`src/rtl/warp_regroup_pkg.sv`:
```
package warp_regroup_pkg;

  // which staged group is being folded into the pool this cycle
  typedef enum logic [1:0] {
    SRC_NONE      = 2'd0,
    SRC_TAKEN     = 2'd1,
    SRC_FALLTHRU  = 2'd2
  } src_e;

  // what the fold step does with the selected group
  typedef enum logic [1:0] {
    ACT_IDLE  = 2'd0,
    ACT_MERGE = 2'd1,
    ACT_ALLOC = 2'd2,
    ACT_STALL = 2'd3
  } act_e;

endpackage

```
`src/rtl/wrg_pc_table.sv`:
```
module wrg_pc_table #(
  parameter int SLOTS = 4,
  parameter int PC_W  = 16,
  parameter int LANES = 4,
  parameter int IDX_W = 2
) (
  input  logic             clk,
  input  logic             rst,
  // lookup by PC
  input  logic [PC_W-1:0]  lk_pc,
  output logic             lk_hit,
  output logic [IDX_W-1:0] lk_slot,
  output logic [LANES-1:0] lk_occ,
  output logic [IDX_W-1:0] lk_idx,
  // lowest unused slot
  output logic             free_any,
  output logic [IDX_W-1:0] free_slot,
  // write one slot
  input  logic             upd_en,
  input  logic [IDX_W-1:0] upd_slot,
  input  logic [PC_W-1:0]  upd_pc,
  input  logic [LANES-1:0] upd_occ,
  input  logic [IDX_W-1:0] upd_idx,
  // drop the slot that points at an issued pool warp
  input  logic             clr_en,
  input  logic [IDX_W-1:0] clr_idx
);

  logic [SLOTS-1:0] v_q;
  logic [PC_W-1:0]  pc_q  [SLOTS];
  logic [LANES-1:0] occ_q [SLOTS];
  logic [IDX_W-1:0] idx_q [SLOTS];

  always_ff @(posedge clk) begin
    if (rst) begin
      v_q <= '0;
    end else begin
      for (int s = 0; s < SLOTS; s++) begin
        // clear first so a re-point in the same cycle wins
        if (clr_en && v_q[s] && (idx_q[s] == clr_idx)) v_q[s] <= 1'b0;
        if (upd_en && (upd_slot == IDX_W'(s)))        v_q[s] <= 1'b1;
      end
    end
  end

  always_ff @(posedge clk) begin
    for (int s = 0; s < SLOTS; s++) begin
      if (upd_en && (upd_slot == IDX_W'(s))) begin
        pc_q[s]  <= upd_pc;
        occ_q[s] <= upd_occ;
        idx_q[s] <= upd_idx;
      end
    end
  end

  always_comb begin
    lk_hit  = 1'b0;
    lk_slot = '0;
    for (int s = 0; s < SLOTS; s++) begin
      if (!lk_hit && v_q[s] && (pc_q[s] == lk_pc)) begin
        lk_hit  = 1'b1;
        lk_slot = IDX_W'(s);
      end
    end
  end

  assign lk_occ = lk_hit ? occ_q[lk_slot] : '0;
  assign lk_idx = idx_q[lk_slot];

  always_comb begin
    free_any  = 1'b0;
    free_slot = '0;
    for (int s = 0; s < SLOTS; s++) begin
      if (!free_any && !v_q[s]) begin
        free_any  = 1'b1;
        free_slot = IDX_W'(s);
      end
    end
  end

endmodule

```
`src/rtl/wrg_pool.sv`:
```
module wrg_pool #(
  parameter int POOL  = 4,
  parameter int PC_W  = 16,
  parameter int LANES = 4,
  parameter int TID_W = 8,
  parameter int IDX_W = 2,
  parameter int CNT_W = 3
) (
  input  logic                   clk,
  input  logic                   rst,
  // fold a group in
  input  logic                   wr_en,
  input  logic                   wr_alloc,
  input  logic [IDX_W-1:0]       wr_idx,
  input  logic [PC_W-1:0]        wr_pc,
  input  logic [LANES-1:0]       wr_mask,
  input  logic [LANES*TID_W-1:0] wr_tid,
  // release an issued warp
  input  logic                   free_en,
  input  logic [IDX_W-1:0]       free_idx,
  // state for the picker
  output logic [POOL-1:0]        ent_valid,
  output logic [POOL*CNT_W-1:0]  ent_prio,
  output logic                   has_free,
  output logic [IDX_W-1:0]       free_pick,
  // read port for the issue side
  input  logic [IDX_W-1:0]       rd_idx,
  output logic [PC_W-1:0]        rd_pc,
  output logic [LANES-1:0]       rd_mask,
  output logic [LANES*TID_W-1:0] rd_tid
);

  logic [POOL-1:0]        v_q;
  logic [PC_W-1:0]        pc_q   [POOL];
  logic [LANES-1:0]       mask_q [POOL];
  logic [LANES*TID_W-1:0] tid_q  [POOL];
  logic [CNT_W-1:0]       prio_q [POOL];

  logic [LANES-1:0]       new_mask;
  logic [LANES*TID_W-1:0] new_tid;

  function automatic logic [CNT_W-1:0] lane_count(input logic [LANES-1:0] m);
    logic [CNT_W-1:0] c;
    c = '0;
    for (int l = 0; l < LANES; l++) c = c + CNT_W'(m[l]);
    return c;
  endfunction

  // lanes of the written warp after this fold
  always_comb begin
    new_mask = wr_alloc ? wr_mask : (mask_q[wr_idx] | wr_mask);
    new_tid  = tid_q[wr_idx];
    for (int l = 0; l < LANES; l++) begin
      if (wr_mask[l]) new_tid[l*TID_W +: TID_W] = wr_tid[l*TID_W +: TID_W];
    end
  end

  always_ff @(posedge clk) begin
    if (rst) begin
      v_q <= '0;
    end else begin
      if (free_en)             v_q[free_idx] <= 1'b0;
      if (wr_en && wr_alloc)   v_q[wr_idx]   <= 1'b1;
    end
  end

  always_ff @(posedge clk) begin
    if (wr_en) begin
      pc_q[wr_idx]   <= wr_pc;
      mask_q[wr_idx] <= new_mask;
      tid_q[wr_idx]  <= new_tid;
      prio_q[wr_idx] <= lane_count(new_mask);
    end
  end

  assign ent_valid = v_q;

  for (genvar g = 0; g < POOL; g++) begin : g_prio
    assign ent_prio[g*CNT_W +: CNT_W] = prio_q[g];
  end

  always_comb begin
    has_free  = 1'b0;
    free_pick = '0;
    for (int e = 0; e < POOL; e++) begin
      if (!has_free && !v_q[e]) begin
        has_free  = 1'b1;
        free_pick = IDX_W'(e);
      end
    end
  end

  assign rd_pc   = pc_q[rd_idx];
  assign rd_mask = mask_q[rd_idx];
  assign rd_tid  = tid_q[rd_idx];

endmodule

```
`src/rtl/wrg_pick.sv`:
```
module wrg_pick #(
  parameter int POOL  = 4,
  parameter int IDX_W = 2,
  parameter int CNT_W = 3
) (
  input  logic [POOL-1:0]       ent_valid,
  input  logic [POOL*CNT_W-1:0] ent_prio,
  output logic                  pick_v,
  output logic [IDX_W-1:0]      pick_idx
);

  logic [CNT_W-1:0] best;

  // strict greater-than keeps the lowest slot on equal counts
  always_comb begin
    pick_v   = 1'b0;
    pick_idx = '0;
    best     = '0;
    for (int e = 0; e < POOL; e++) begin
      if (ent_valid[e] && (!pick_v || (ent_prio[e*CNT_W +: CNT_W] > best))) begin
        pick_v   = 1'b1;
        pick_idx = IDX_W'(e);
        best     = ent_prio[e*CNT_W +: CNT_W];
      end
    end
  end

endmodule

```
`src/rtl/warp_regroup.sv`:
```
module warp_regroup
  import warp_regroup_pkg::*;
#(
  parameter int LANES = 4,
  parameter int TID_W = 8,
  parameter int PC_W  = 16,
  parameter int POOL  = 4
) (
  input  logic                   clk,
  input  logic                   rst,
  input  logic                   in_valid,
  output logic                   in_ready,
  input  logic [PC_W-1:0]        in_tk_pc,
  input  logic [LANES-1:0]       in_tk_mask,
  input  logic [PC_W-1:0]        in_nt_pc,
  input  logic [LANES-1:0]       in_nt_mask,
  input  logic [LANES*TID_W-1:0] in_tid,
  output logic                   out_valid,
  input  logic                   out_ready,
  output logic [PC_W-1:0]        out_pc,
  output logic [LANES-1:0]       out_mask,
  output logic [LANES*TID_W-1:0] out_tid
);

  localparam int IDX_W = (POOL > 1) ? $clog2(POOL) : 1;
  localparam int CNT_W = $clog2(LANES + 1);
  localparam int TW    = LANES * TID_W;

  // staged groups
  logic             tk_v, nt_v;
  logic [PC_W-1:0]  tk_pc, nt_pc;
  logic [LANES-1:0] tk_mask, nt_mask;
  logic [TW-1:0]    tk_tid, nt_tid;

  // group selected for folding
  src_e             src;
  logic [PC_W-1:0]  req_pc;
  logic [LANES-1:0] req_mask;
  logic [TW-1:0]    req_tid;
  act_e             act;
  logic             consume;

  // table
  logic             lk_hit, lut_free_any, upd_en;
  logic [IDX_W-1:0] lk_slot, lk_idx, lut_free_slot, upd_slot, upd_idx;
  logic [LANES-1:0] lk_occ, upd_occ;

  // pool
  logic                  wr_alloc;
  logic [IDX_W-1:0]      wr_idx, pool_free_idx;
  logic                  pool_free_any;
  logic [POOL-1:0]       ent_valid;
  logic [POOL*CNT_W-1:0] ent_prio;
  logic [PC_W-1:0]       rd_pc;
  logic [LANES-1:0]      rd_mask;
  logic [TW-1:0]         rd_tid;

  // issue
  logic             pick_v, held_q, issue_fire;
  logic [IDX_W-1:0] pick_idx, held_idx_q, sel_idx;

  assign in_ready = !tk_v && !nt_v;

  always_ff @(posedge clk) begin
    if (rst) begin
      tk_v <= 1'b0;
      nt_v <= 1'b0;
    end else if (in_valid && in_ready) begin
      tk_v <= |in_tk_mask;
      nt_v <= |in_nt_mask;
    end else if (consume) begin
      if (src == SRC_TAKEN)    tk_v <= 1'b0;
      if (src == SRC_FALLTHRU) nt_v <= 1'b0;
    end
  end

  always_ff @(posedge clk) begin
    if (in_valid && in_ready) begin
      tk_pc   <= in_tk_pc;
      tk_mask <= in_tk_mask;
      tk_tid  <= in_tid;
      nt_pc   <= in_nt_pc;
      nt_mask <= in_nt_mask;
      nt_tid  <= in_tid;
    end
  end

  // taken group goes first
  always_comb begin
    src      = SRC_NONE;
    req_pc   = tk_pc;
    req_mask = tk_mask;
    req_tid  = tk_tid;
    if (tk_v) begin
      src = SRC_TAKEN;
    end else if (nt_v) begin
      src      = SRC_FALLTHRU;
      req_pc   = nt_pc;
      req_mask = nt_mask;
      req_tid  = nt_tid;
    end
  end

  wrg_pc_table #(
    .SLOTS(POOL), .PC_W(PC_W), .LANES(LANES), .IDX_W(IDX_W)
  ) u_table (
    .clk      (clk),
    .rst      (rst),
    .lk_pc    (req_pc),
    .lk_hit   (lk_hit),
    .lk_slot  (lk_slot),
    .lk_occ   (lk_occ),
    .lk_idx   (lk_idx),
    .free_any (lut_free_any),
    .free_slot(lut_free_slot),
    .upd_en   (upd_en),
    .upd_slot (upd_slot),
    .upd_pc   (req_pc),
    .upd_occ  (upd_occ),
    .upd_idx  (upd_idx),
    .clr_en   (issue_fire),
    .clr_idx  (sel_idx)
  );

  // fold decision
  always_comb begin
    act      = ACT_IDLE;
    wr_idx   = '0;
    wr_alloc = 1'b0;
    upd_slot = '0;
    upd_occ  = '0;
    upd_idx  = '0;
    if (src != SRC_NONE) begin
      if (lk_hit && ((lk_occ & req_mask) == '0)) begin
        if (issue_fire && (lk_idx == sel_idx)) begin
          act = ACT_STALL;            // target leaves this cycle
        end else begin
          act      = ACT_MERGE;
          wr_idx   = lk_idx;
          upd_slot = lk_slot;
          upd_occ  = lk_occ | req_mask;
          upd_idx  = lk_idx;
        end
      end else if (pool_free_any && (lk_hit || lut_free_any)) begin
        act      = ACT_ALLOC;
        wr_idx   = pool_free_idx;
        wr_alloc = 1'b1;
        upd_slot = lk_hit ? lk_slot : lut_free_slot;
        upd_occ  = req_mask;
        upd_idx  = pool_free_idx;
      end else begin
        act = ACT_STALL;
      end
    end
  end

  assign consume = (act == ACT_MERGE) || (act == ACT_ALLOC);
  assign upd_en  = consume;

  wrg_pool #(
    .POOL(POOL), .PC_W(PC_W), .LANES(LANES), .TID_W(TID_W),
    .IDX_W(IDX_W), .CNT_W(CNT_W)
  ) u_pool (
    .clk      (clk),
    .rst      (rst),
    .wr_en    (consume),
    .wr_alloc (wr_alloc),
    .wr_idx   (wr_idx),
    .wr_pc    (req_pc),
    .wr_mask  (req_mask),
    .wr_tid   (req_tid),
    .free_en  (issue_fire),
    .free_idx (sel_idx),
    .ent_valid(ent_valid),
    .ent_prio (ent_prio),
    .has_free (pool_free_any),
    .free_pick(pool_free_idx),
    .rd_idx   (sel_idx),
    .rd_pc    (rd_pc),
    .rd_mask  (rd_mask),
    .rd_tid   (rd_tid)
  );

  wrg_pick #(
    .POOL(POOL), .IDX_W(IDX_W), .CNT_W(CNT_W)
  ) u_pick (
    .ent_valid(ent_valid),
    .ent_prio (ent_prio),
    .pick_v   (pick_v),
    .pick_idx (pick_idx)
  );

  // a presented warp stays selected until taken
  assign sel_idx    = held_q ? held_idx_q : pick_idx;
  assign out_valid  = held_q || pick_v;
  assign issue_fire = out_valid && out_ready;

  always_ff @(posedge clk) begin
    if (rst) begin
      held_q     <= 1'b0;
      held_idx_q <= '0;
    end else begin
      held_q     <= out_valid && !out_ready;
      held_idx_q <= sel_idx;
    end
  end

  assign out_pc   = out_valid ? rd_pc : '0;
  assign out_mask = out_valid ? rd_mask : '0;

  for (genvar l = 0; l < LANES; l++) begin : g_lane
    assign out_tid[l*TID_W +: TID_W] = out_mask[l] ? rd_tid[l*TID_W +: TID_W] : '0;
  end

endmodule

```
`config.mk`:
```
export PLATFORM = sky130hd
export DESIGN_NAME = warp_regroup
export DESIGN_NICKNAME = d
export VERILOG_FILES = /design/src/rtl/warp_regroup_pkg.sv /design/src/rtl/wrg_pc_table.sv /design/src/rtl/wrg_pool.sv /design/src/rtl/wrg_pick.sv /design/src/rtl/warp_regroup.sv
export SDC_FILE = /design/constraint.sdc
export NUM_CORES = 1
export LEC_CHECK = 0
export BUFFER_PORTS_ARGS = -buffer_cell sky130_fd_sc_hd__clkbuf_2
export CAP_MARGIN = 30
export CORE_MARGIN = 5
export CORE_UTILIZATION = 40
export DETAILED_ROUTE_END_ITERATION = 10
export SETUP_SLACK_MARGIN = 0.15
export SLEW_MARGIN = 0
export SYNTH_ARGS = -nofsm -noshare
export SYNTH_HDL_FRONTEND = slang
export SYNTH_SLANG_ARGS = --single-unit
```
`constraint.sdc`:
```
create_clock -name clk -period 7.5 [get_ports clk]
set_clock_uncertainty 0.15 [all_clocks]
set_input_delay 1.125 -clock clk [delete_from_list [all_inputs] [get_ports clk]]
set_output_delay 1.125 -clock clk [all_outputs]
set_load 0.005 [all_outputs]
```
# After elaboration in Yosys (flattened, before gate mapping)

Memory sizes are Yosys's and may differ from the RTL's.
Index checks and enable logic that the tools add are counted.

Memory bits (writable): 308
Logic and storage cells: 275
Bits of input ports: 76
Output and inout port bits: 54
Register bits after elaboration: 85
Memories kept: 7

Add/subtract/negate cells: 3
Bitwise operators: 6
Magnitude comparators: 7
Reductions and logical operators: 90
Multiplexer cells: 128
Equality and inequality tests: 20

Memories:

| name          | depth | bits a word | read ports | clocked after Yosys merged registers in | write ports | line               | source |
|---|---|---|---|---|---|---|---|
| u_pool.tid_q  | 4     | 32          | 1          | 0                                       | 1           | wrg_pool.sv:36     | `logic [LANES*TID_W-1:0] tid_q [POOL];` |
| u_pool.pc_q   | 4     | 16          | 1          | 0                                       | 1           | wrg_pool.sv:34     | `logic [PC_W-1:0] pc_q [POOL];` |
| u_table.pc_q  | 4     | 16          | 4          | 0                                       | 1           | wrg_pc_table.sv:30 | `logic [PC_W-1:0] pc_q [SLOTS];` |
| u_pool.mask_q | 4     | 4           | 2          | 0                                       | 1           | wrg_pool.sv:35     | `logic [LANES-1:0] mask_q [POOL];` |
| u_table.occ_q | 4     | 4           | 1          | 0                                       | 1           | wrg_pc_table.sv:31 | `logic [LANES-1:0] occ_q [SLOTS];` |
| u_pool.prio_q | 4     | 3           | 4          | 0                                       | 1           | wrg_pool.sv:37     | `logic [CNT_W-1:0] prio_q [POOL];` |
| +1 memories   | n/a   | n/a         | n/a        | n/a                                     | n/a         | n/a                |  |

Operators by type and width:

| operator           | count |
|---|---|
| $mux 16            | 6 |
| $mux 2             | 35 |
| $eq 16x16->1       | 4 |
| $mux 8             | 8 |
| $mux 4             | 15 |
| $mux 1             | 59 |
| $reduce_or 16->1   | 3 |
| $logic_and 1x1->1  | 38 |
| $reduce_or 4->1    | 5 |
| $logic_not 1->1    | 19 |
| $reduce_bool 2->1  | 8 |
| $or 4x4->4         | 3 |
| $reduce_and 2->1   | 6 |
| $eq 2x2->1         | 5 |
| $gt 3x3->1         | 3 |
| $mux 3             | 3 |
| $and 4x4->4        | 2 |
| $eq 2x2->1 const B | 4 |
| $add 3x1->3        | 2 |
| $eq 2x1->1 const B | 3 |
| $logic_or 1x1->1   | 6 |
| $lt 2x3->1 const B | 2 |
| $reduce_or 2->1    | 3 |
| $demux 1 s2        | 2 |
| other kinds (6)    | 10 |

# Depth between registers and ports, before layout

An unclocked memory read counts as a cell.

Depth after elaboration: 33
Depth in mapped cells: 35
Gate-level depth less buffers: 33

# Hierarchy

From an unflattened synthesis, not the netlist that was laid out.

Cell total of the unflattened synthesis: 900
Area total of the unflattened synthesis: 16096.7 sq um

Modules (own cells, without submodules):

| module       | cells each | times used | area each (sq um) | sequential area each (sq um) |
|---|---|---|---|---|
| wrg_pool     | 354        | 1          | 8458.1            | 6686.4 |
| wrg_pc_table | 249        | 1          | 3886.2            | 2722.6 |
| warp_regroup | 251        | 1          | 3410.8            | 2262.2 |
| wrg_pick     | 46         | 1          | 341.6             | 0.0 |

# Worst setup path before layout

Ideal clock, no wire load.

Path type: register to output
Start point: register u_pool.v_q[0] (netlist: u_pool.ent_valid[0])
End point: output port out_tid[0]
Path buffers: 3
Required time: 6225 ps
Arrival time: 5751 ps
Path slack: 474 ps
Stages on the path, launching flop included: 27
Cells stage by stage: dfxtp_1 clkbuf_1 nand2_1 ha_1 nor2b_1 o21ai_0 a32oi_1 o21ai_1 nor2_1 a31oi_1 ha_1 nor2b_1 o21ai_0 a32oi_1 o21ai_1 mux2_2 ha_1 nor2b_1 o21a_1 o21ai_0 a21boi_0 nor2_1 a22oi_1 clkbuf_1 buf_1 mux4_2 and3_1

Cells in the longest elaborated chain, start to end: 17
Elaborated cells on any way between the ends: 28
Classes of those cells: order compare: 3; mux: 13; reduce/logical: 10; memory: 2

RTL lines:

| what                                                 | line                | source |
|---|---|---|
| from (decl)                                          | wrg_pool.sv:33      | `logic [POOL-1:0] v_q;` |
| from (signal assigned)                               | wrg_pool.sv:60      | `v_q <= '0;` |
| from (signal, indexed assignment)                    | wrg_pool.sv:62      | `if (free_en) v_q[free_idx] <= 1'b0;` |
| from (signal, indexed assignment)                    | wrg_pool.sv:63      | `if (wr_en && wr_alloc) v_q[wr_idx] <= 1'b1;` |
| $mux 3 / $mux 1 (equally long branches)              | wrg_pick.sv:20      | `if (ent_valid[e] && (!pick_v \|\| (ent_prio[e*CNT_W +: CNT_W] > best))) begin` |
| $gt 3x3->1 / $logic_not 1->1 (equally long branches) | wrg_pick.sv:20      |  |
| $logic_or 1x1->1                                     | wrg_pick.sv:20      |  |
| $logic_and 1x1->1                                    | wrg_pick.sv:20      |  |
| $mux 3 / $mux 1 (equally long branches)              | wrg_pick.sv:20      |  |
| $gt 3x3->1 / $logic_not 1->1 (equally long branches) | wrg_pick.sv:20      |  |
| $logic_or 1x1->1                                     | wrg_pick.sv:20      |  |
| $logic_and 1x1->1                                    | wrg_pick.sv:20      |  |
| $mux 3 / $mux 1 (equally long branches)              | wrg_pick.sv:20      |  |
| $gt 3x3->1 / $logic_not 1->1 (equally long branches) | wrg_pick.sv:20      |  |
| $logic_or 1x1->1                                     | wrg_pick.sv:20      |  |
| $logic_and 1x1->1                                    | wrg_pick.sv:20      |  |
| $mux 2                                               | wrg_pick.sv:20      |  |
| $mux 2                                               | warp_regroup.sv:194 | `assign sel_idx = held_q ? held_idx_q : pick_idx;` |
| $mem_v2 4x4                                          | n/a                 |  |
| $mux 4                                               | warp_regroup.sv:209 | `assign out_mask = out_valid ? rd_mask : '0;` |
| $mux 8 (*)                                           | warp_regroup.sv:212 | `assign out_tid[l*TID_W +: TID_W] = out_mask[l] ? rd_tid[l*TID_W +: TID_W] : '0;` |
| to (decl)                                            | warp_regroup.sv:22  | `output logic [LANES*TID_W-1:0] out_tid` |

Mark *: on every way between the ends. The rest lies on a longest branch, timed or not.

# Final worst setup path

Start point: register nt_v
End point: memory u_pool.prio_q[2][1] (data pin)

Cells in the longest elaborated chain, start to end: 30
Elaborated cells on any way between the ends: 51
Classes of those cells: add/sub: 3; eq/ne: 5; mux: 22; bitwise: 2; reduce/logical: 16; memory: 3

RTL lines:

| what                           | line                | source |
|---|---|---|
| from (decl)                    | warp_regroup.sv:30  | `logic tk_v, nt_v;` |
| from (signal assigned)         | warp_regroup.sv:70  | `nt_v <= \|in_nt_mask;` |
| $mux 16 (*)                    | warp_regroup.sv:96  | `end else if (nt_v) begin` |
| $mux 16 (*)                    | warp_regroup.sv:94  | `if (tk_v) begin` |
| net req_pc[0]                  | warp_regroup.sv:37  | `logic [PC_W-1:0] req_pc;` |
| $eq 16x16->1                   | wrg_pc_table.sv:60  | `if (!lk_hit && v_q[s] && (pc_q[s] == lk_pc)) begin` |
| $logic_and 1x1->1              | wrg_pc_table.sv:60  |  |
| $mux 1                         | wrg_pc_table.sv:60  |  |
| $logic_not 1->1                | wrg_pc_table.sv:60  |  |
| $logic_and 1x1->1 (2 in a row) | wrg_pc_table.sv:60  |  |
| [... 14 more ...]              | n/a                 |  |
| $mux 2                         | warp_regroup.sv:134 | `if (lk_hit && ((lk_occ & req_mask) == '0)) begin` |
| $mux 2                         | warp_regroup.sv:133 | `if (src != SRC_NONE) begin` |
| $mem_v2 4x4                    | n/a                 |  |
| $or 4x4->4                     | wrg_pool.sv:51      | `new_mask = wr_alloc ? wr_mask : (mask_q[wr_idx] \| wr_mask);` |
| $mux 4 (*)                     | wrg_pool.sv:51      |  |
| net u_pool.new_mask[1]         | wrg_pool.sv:39      | `logic [LANES-1:0] new_mask;` |
| $add 1x1->2 (*)                | wrg_pool.sv:45      | `for (int l = 0; l < LANES; l++) c = c + CNT_W'(m[l]);` |
| $add 3x1->3 (*) (2 in a row)   | wrg_pool.sv:45      |  |
| to (decl)                      | wrg_pool.sv:37      |  |

The timed path passes the listed nets; every way through them passes the cells marked *.

==> results by group <==
Status
  • Status: completed

Finish
  • Area occupied by multi-input gates: 5100 um2
  • Final instance area: 20,100 um2
  • Layout cells sized above 1: 0.257
  • P&R area growth vs syn: 17.6%
  • Seq. cell area: 11,700 um2
  • Post-layout util: 0.478
  • Final #Nets: 1,364
  • FILL cells: 3,671

STA
  • Max_slew headroom: 0.386
  • Fin. max-slew vios: 0
  • TNS Setup: 0 ps
  • Min cycle time layout: 7040 ps
  • Achievable Freq: 142 MHz
  • Tightest Pin Transition: 912 ps
  • Final WS setup: 455 ps
  • Fin crit share: 0.939
  • RSZ-0062 raised after global routing: no
  • Final hold vios: 0
  • Worst Hold Slack: 337 ps
  • Setup violators final: 0

Worst setup path
  • Startpoint Class: register
  • CP Class: reg2reg
  • Critical Path Fanout Max: 24
  • Worst Setup End Kind: register
  • Critical Path RT: 7650 ps
  • Slowest stage delay, CP: 700 ps
  • Worst Path Buf+Inv: 1
  • Crit-path slowest cell: a222oi_1
  • WP data arrival: 7190 ps
  • Critical path's top delay family: compound AO/OA/AOI/OAI gates
  • Cell Chain, Critical Path: nor2b_4, mux2i_1, inv_1, a222oi_1, o211a_1, nand4_1, a31oi_1, nor2_1, a211oi_1, nor3_2, or3_1, nand2_1, mux2i_1, o211ai_1, ha_1, fa_1, ha_1

Synth
  • Seq/Total Area, Yosys: 0.681
  • Synth Warn #: 0
  • Flops & latches, synth: 393
  • Net count after synthesis: 1,181
  • FFs w/ async S/R, synth: 0
  • Post-synth EDFFs: 380
  • Yosys cell types: 90
  • Mean Syn Cell Area: 15.7 um2
  • Top_reg_cell synth: edfxtp_1
  • Synthesized area: 17,100 um2
  • Mapped Cells: 1,093

Power and ir drop
  • Worst VDD drop: 0.155 mV
  • P_leak: 7.11 nW
  • Cell Pwr Density: 262 nW/um2

Global route
  • First-pass GRT wire length: 62.5 mm
  • Grt ovf: 0
  • GRT Overall Usage: 0.174
  • Initial antenna violation count: 2
  • Largest net degree at the start of global routing: 59
  • Vias in the first global route: 10,300

Job
  • Max_cap viols: 0

Clocking
  • Cts hold-fix bufs: 0
  • CTS tree: done
  • Worst skew pair latency: 570 ps
  • TritonCTS buffer count: 43
  • Clock-pin slew on the worst setup and hold paths: 60 ps
  • Root Driver: clkbuf_16
  • Htree depth: 2
  • Clk sink count: 393
  • Clock buffer depth: 3

Die
  • Initial cell density of the core: 0.407
  • Core area: 42,100 um2
  • I/O Pins: 130
  • Die Area: 47,100 um2
  • Die W: 217 um
  • Std-Cell Rows: 75
  • Die Ht: 217 um

Place
  • PortBufs: 129
  • Placement Setup Slack: 301 ps
  • Placer congestion estimate: 0.909
  • Dpl hpwl: 28.6 mm
  • Placed cell area: 18,600 um2

Routing
  • DR vias/cell: 5.50
  • DR pass1 iterations: 5
  • DR iter-0 viols: 878
  • Post-route DRC: 0
  • Final wirelength: 42.5 mm
  • Antenna viol nets, final: 0
  • Vias: 10,200
  • WL/cell: 23.0 um

Hold path
  • Hold Path Class: reg2reg
registers in the layout (all words and copies together), names as in the netlist, 2 cells and up:
register          cells
u_pool.ent_valid      4
tk_mask               4
u_pool.prio_q        12
u_pool.pc_q          64
held_idx_q            2
u_table.idx_q         8
u_pool.tid_q        128
tk_pc                16
u_table.pc_q         64
nt_pc                16
u_pool.mask_q        16
u_table.v_q           4
u_table.occ_q        16
nt_tid               32
nt_mask               4
cell usage after synthesis, drive strengths merged, types with 7 or more instances:
cell | n | area share
nand4 | 13 | 0.0051
xnor2 | 40 | 0.020
a31oi | 8 | 0.0029
a21oi | 17 | 0.0050
o22ai | 7 | 0.0026
inv | 65 | 0.014
mux4 | 52 | 0.068
buf | 16 | 0.0054
nor3 | 15 | 0.0053
dfxtp | 13 | 0.015
clkbuf | 24 | 0.0053
or3 | 8 | 0.0029
o21a | 8 | 0.0035
and2 | 28 | 0.010
nor2b | 16 | 0.0060
o21ai | 38 | 0.012
ha | 11 | 0.0080
nor4 | 9 | 0.0049
xor2 | 32 | 0.017
o211ai | 11 | 0.0048
mux2i | 26 | 0.016
o2111ai | 8 | 0.0045
nand2b | 17 | 0.0062
edfxtp | 380 | 0.67
o31a | 7 | 0.0037
nand3 | 14 | 0.0041
and3 | 38 | 0.014
nor2 | 41 | 0.0091
nand2 | 38 | 0.0083
path summary, 6_finish.rpt:
| check | from | to | slack [ps] | cells past startpoint |
|---|---|---|---|---|
| setup / recovery | nt_v | u_pool.prio_q[2][1] | 460 | 17 |
| hold / removal | nt_tid[15] | u_pool.tid_q[1][15] | 340 | 0 |
| setup reg to reg | nt_v | u_pool.prio_q[2][1] | 460 | 17 |
| hold reg to reg | nt_tid[15] | u_pool.tid_q[1][15] | 340 | 0 |
power by group:
part / switching [mW] / internal (mW)
registers: 0.0745 / 2.56
logic: 0.348 / 0.241
clock network: 0.851 / 1.19
cells by family (layout without fill, tap and decap cells):
logic type                 count (synthesis)  after routing  synth area share
xor gates and xnor gates                  72             72            0.0372
DFF                                      393            393             0.681
buffers and inverters                    105            320            0.0249
adders and majority gates                 12             12           0.00920
muxes                                     83             84            0.0878
other                                      0              1                 0
AOI/OAI and AO/OA                        169            169            0.0733
and+or+nand+nor                          259            259            0.0863
cell usage in the layout, fill, tap and decap left out, drive strengths merged, types with 5 or more instances in the layout:
cell type,Yosys,final
a21boi,6,6
a21oi,17,17
a222oi,6,6
a22oi,6,6
a31oi,8,8
and2,28,28
and3,38,38
buf,16,46
clkbuf,24,186
clkinv,0,14
dfxtp,13,13
edfxtp,380,380
ha,11,11
inv,65,66
mux2,5,5
mux2i,26,26
mux4,52,53
nand2,38,38
nand2b,17,17
nand3,14,14
nand3b,5,5
nand4,13,13
nor2,41,41
nor2b,16,16
nor3,15,15
nor4,9,9
o2111ai,8,8
o211ai,11,11
o21a,8,8
o21ai,38,38
o22ai,7,7
o31a,7,7
or3,8,8
xnor2,40,40
xor2,32,32
what timing repair did:
action / in CTS / in global routing
pin swaps: 0 / 7
cloned: 1 / 2
endpoints found under the hold margin: 0 / 0
setup buffers: 0 / 10
setup endpoints to repair: 52 / 64
resized for setup: 4 / 8
metrics by stage:
step	power [mW]	cells
after floorplan	3.01	1093
after global placement	3.25	1753
after detailed placement	3.26	1757
after CTS	5.32	1836
after global routing	5.49	1849
final	5.27	1849
cell type report:
| cell class | instances | area share |
|---|---|---|
| tap | 539 | 0.0335 |
| clock inverter | 22 | 0.0103 |
| clock buffer | 56 | 0.0574 |
| sequential | 393 | 0.579 |
| antenna | 1 | 0.000124 |
| timing repair buffer | 177 | 0.0541 |
| inverter | 65 | 0.0121 |
| multi-input combinational | 596 | 0.253 |
routing by layer:
layer | routed length [um] | global-route usage
met1 | 18500 | 0.243
met2 | 19900 | 0.280
met3 | 2890 | 0.0311
met4 | 1160 | 0.0588
met5 | 13 | 0
Power figures use the tool's default switching activity.
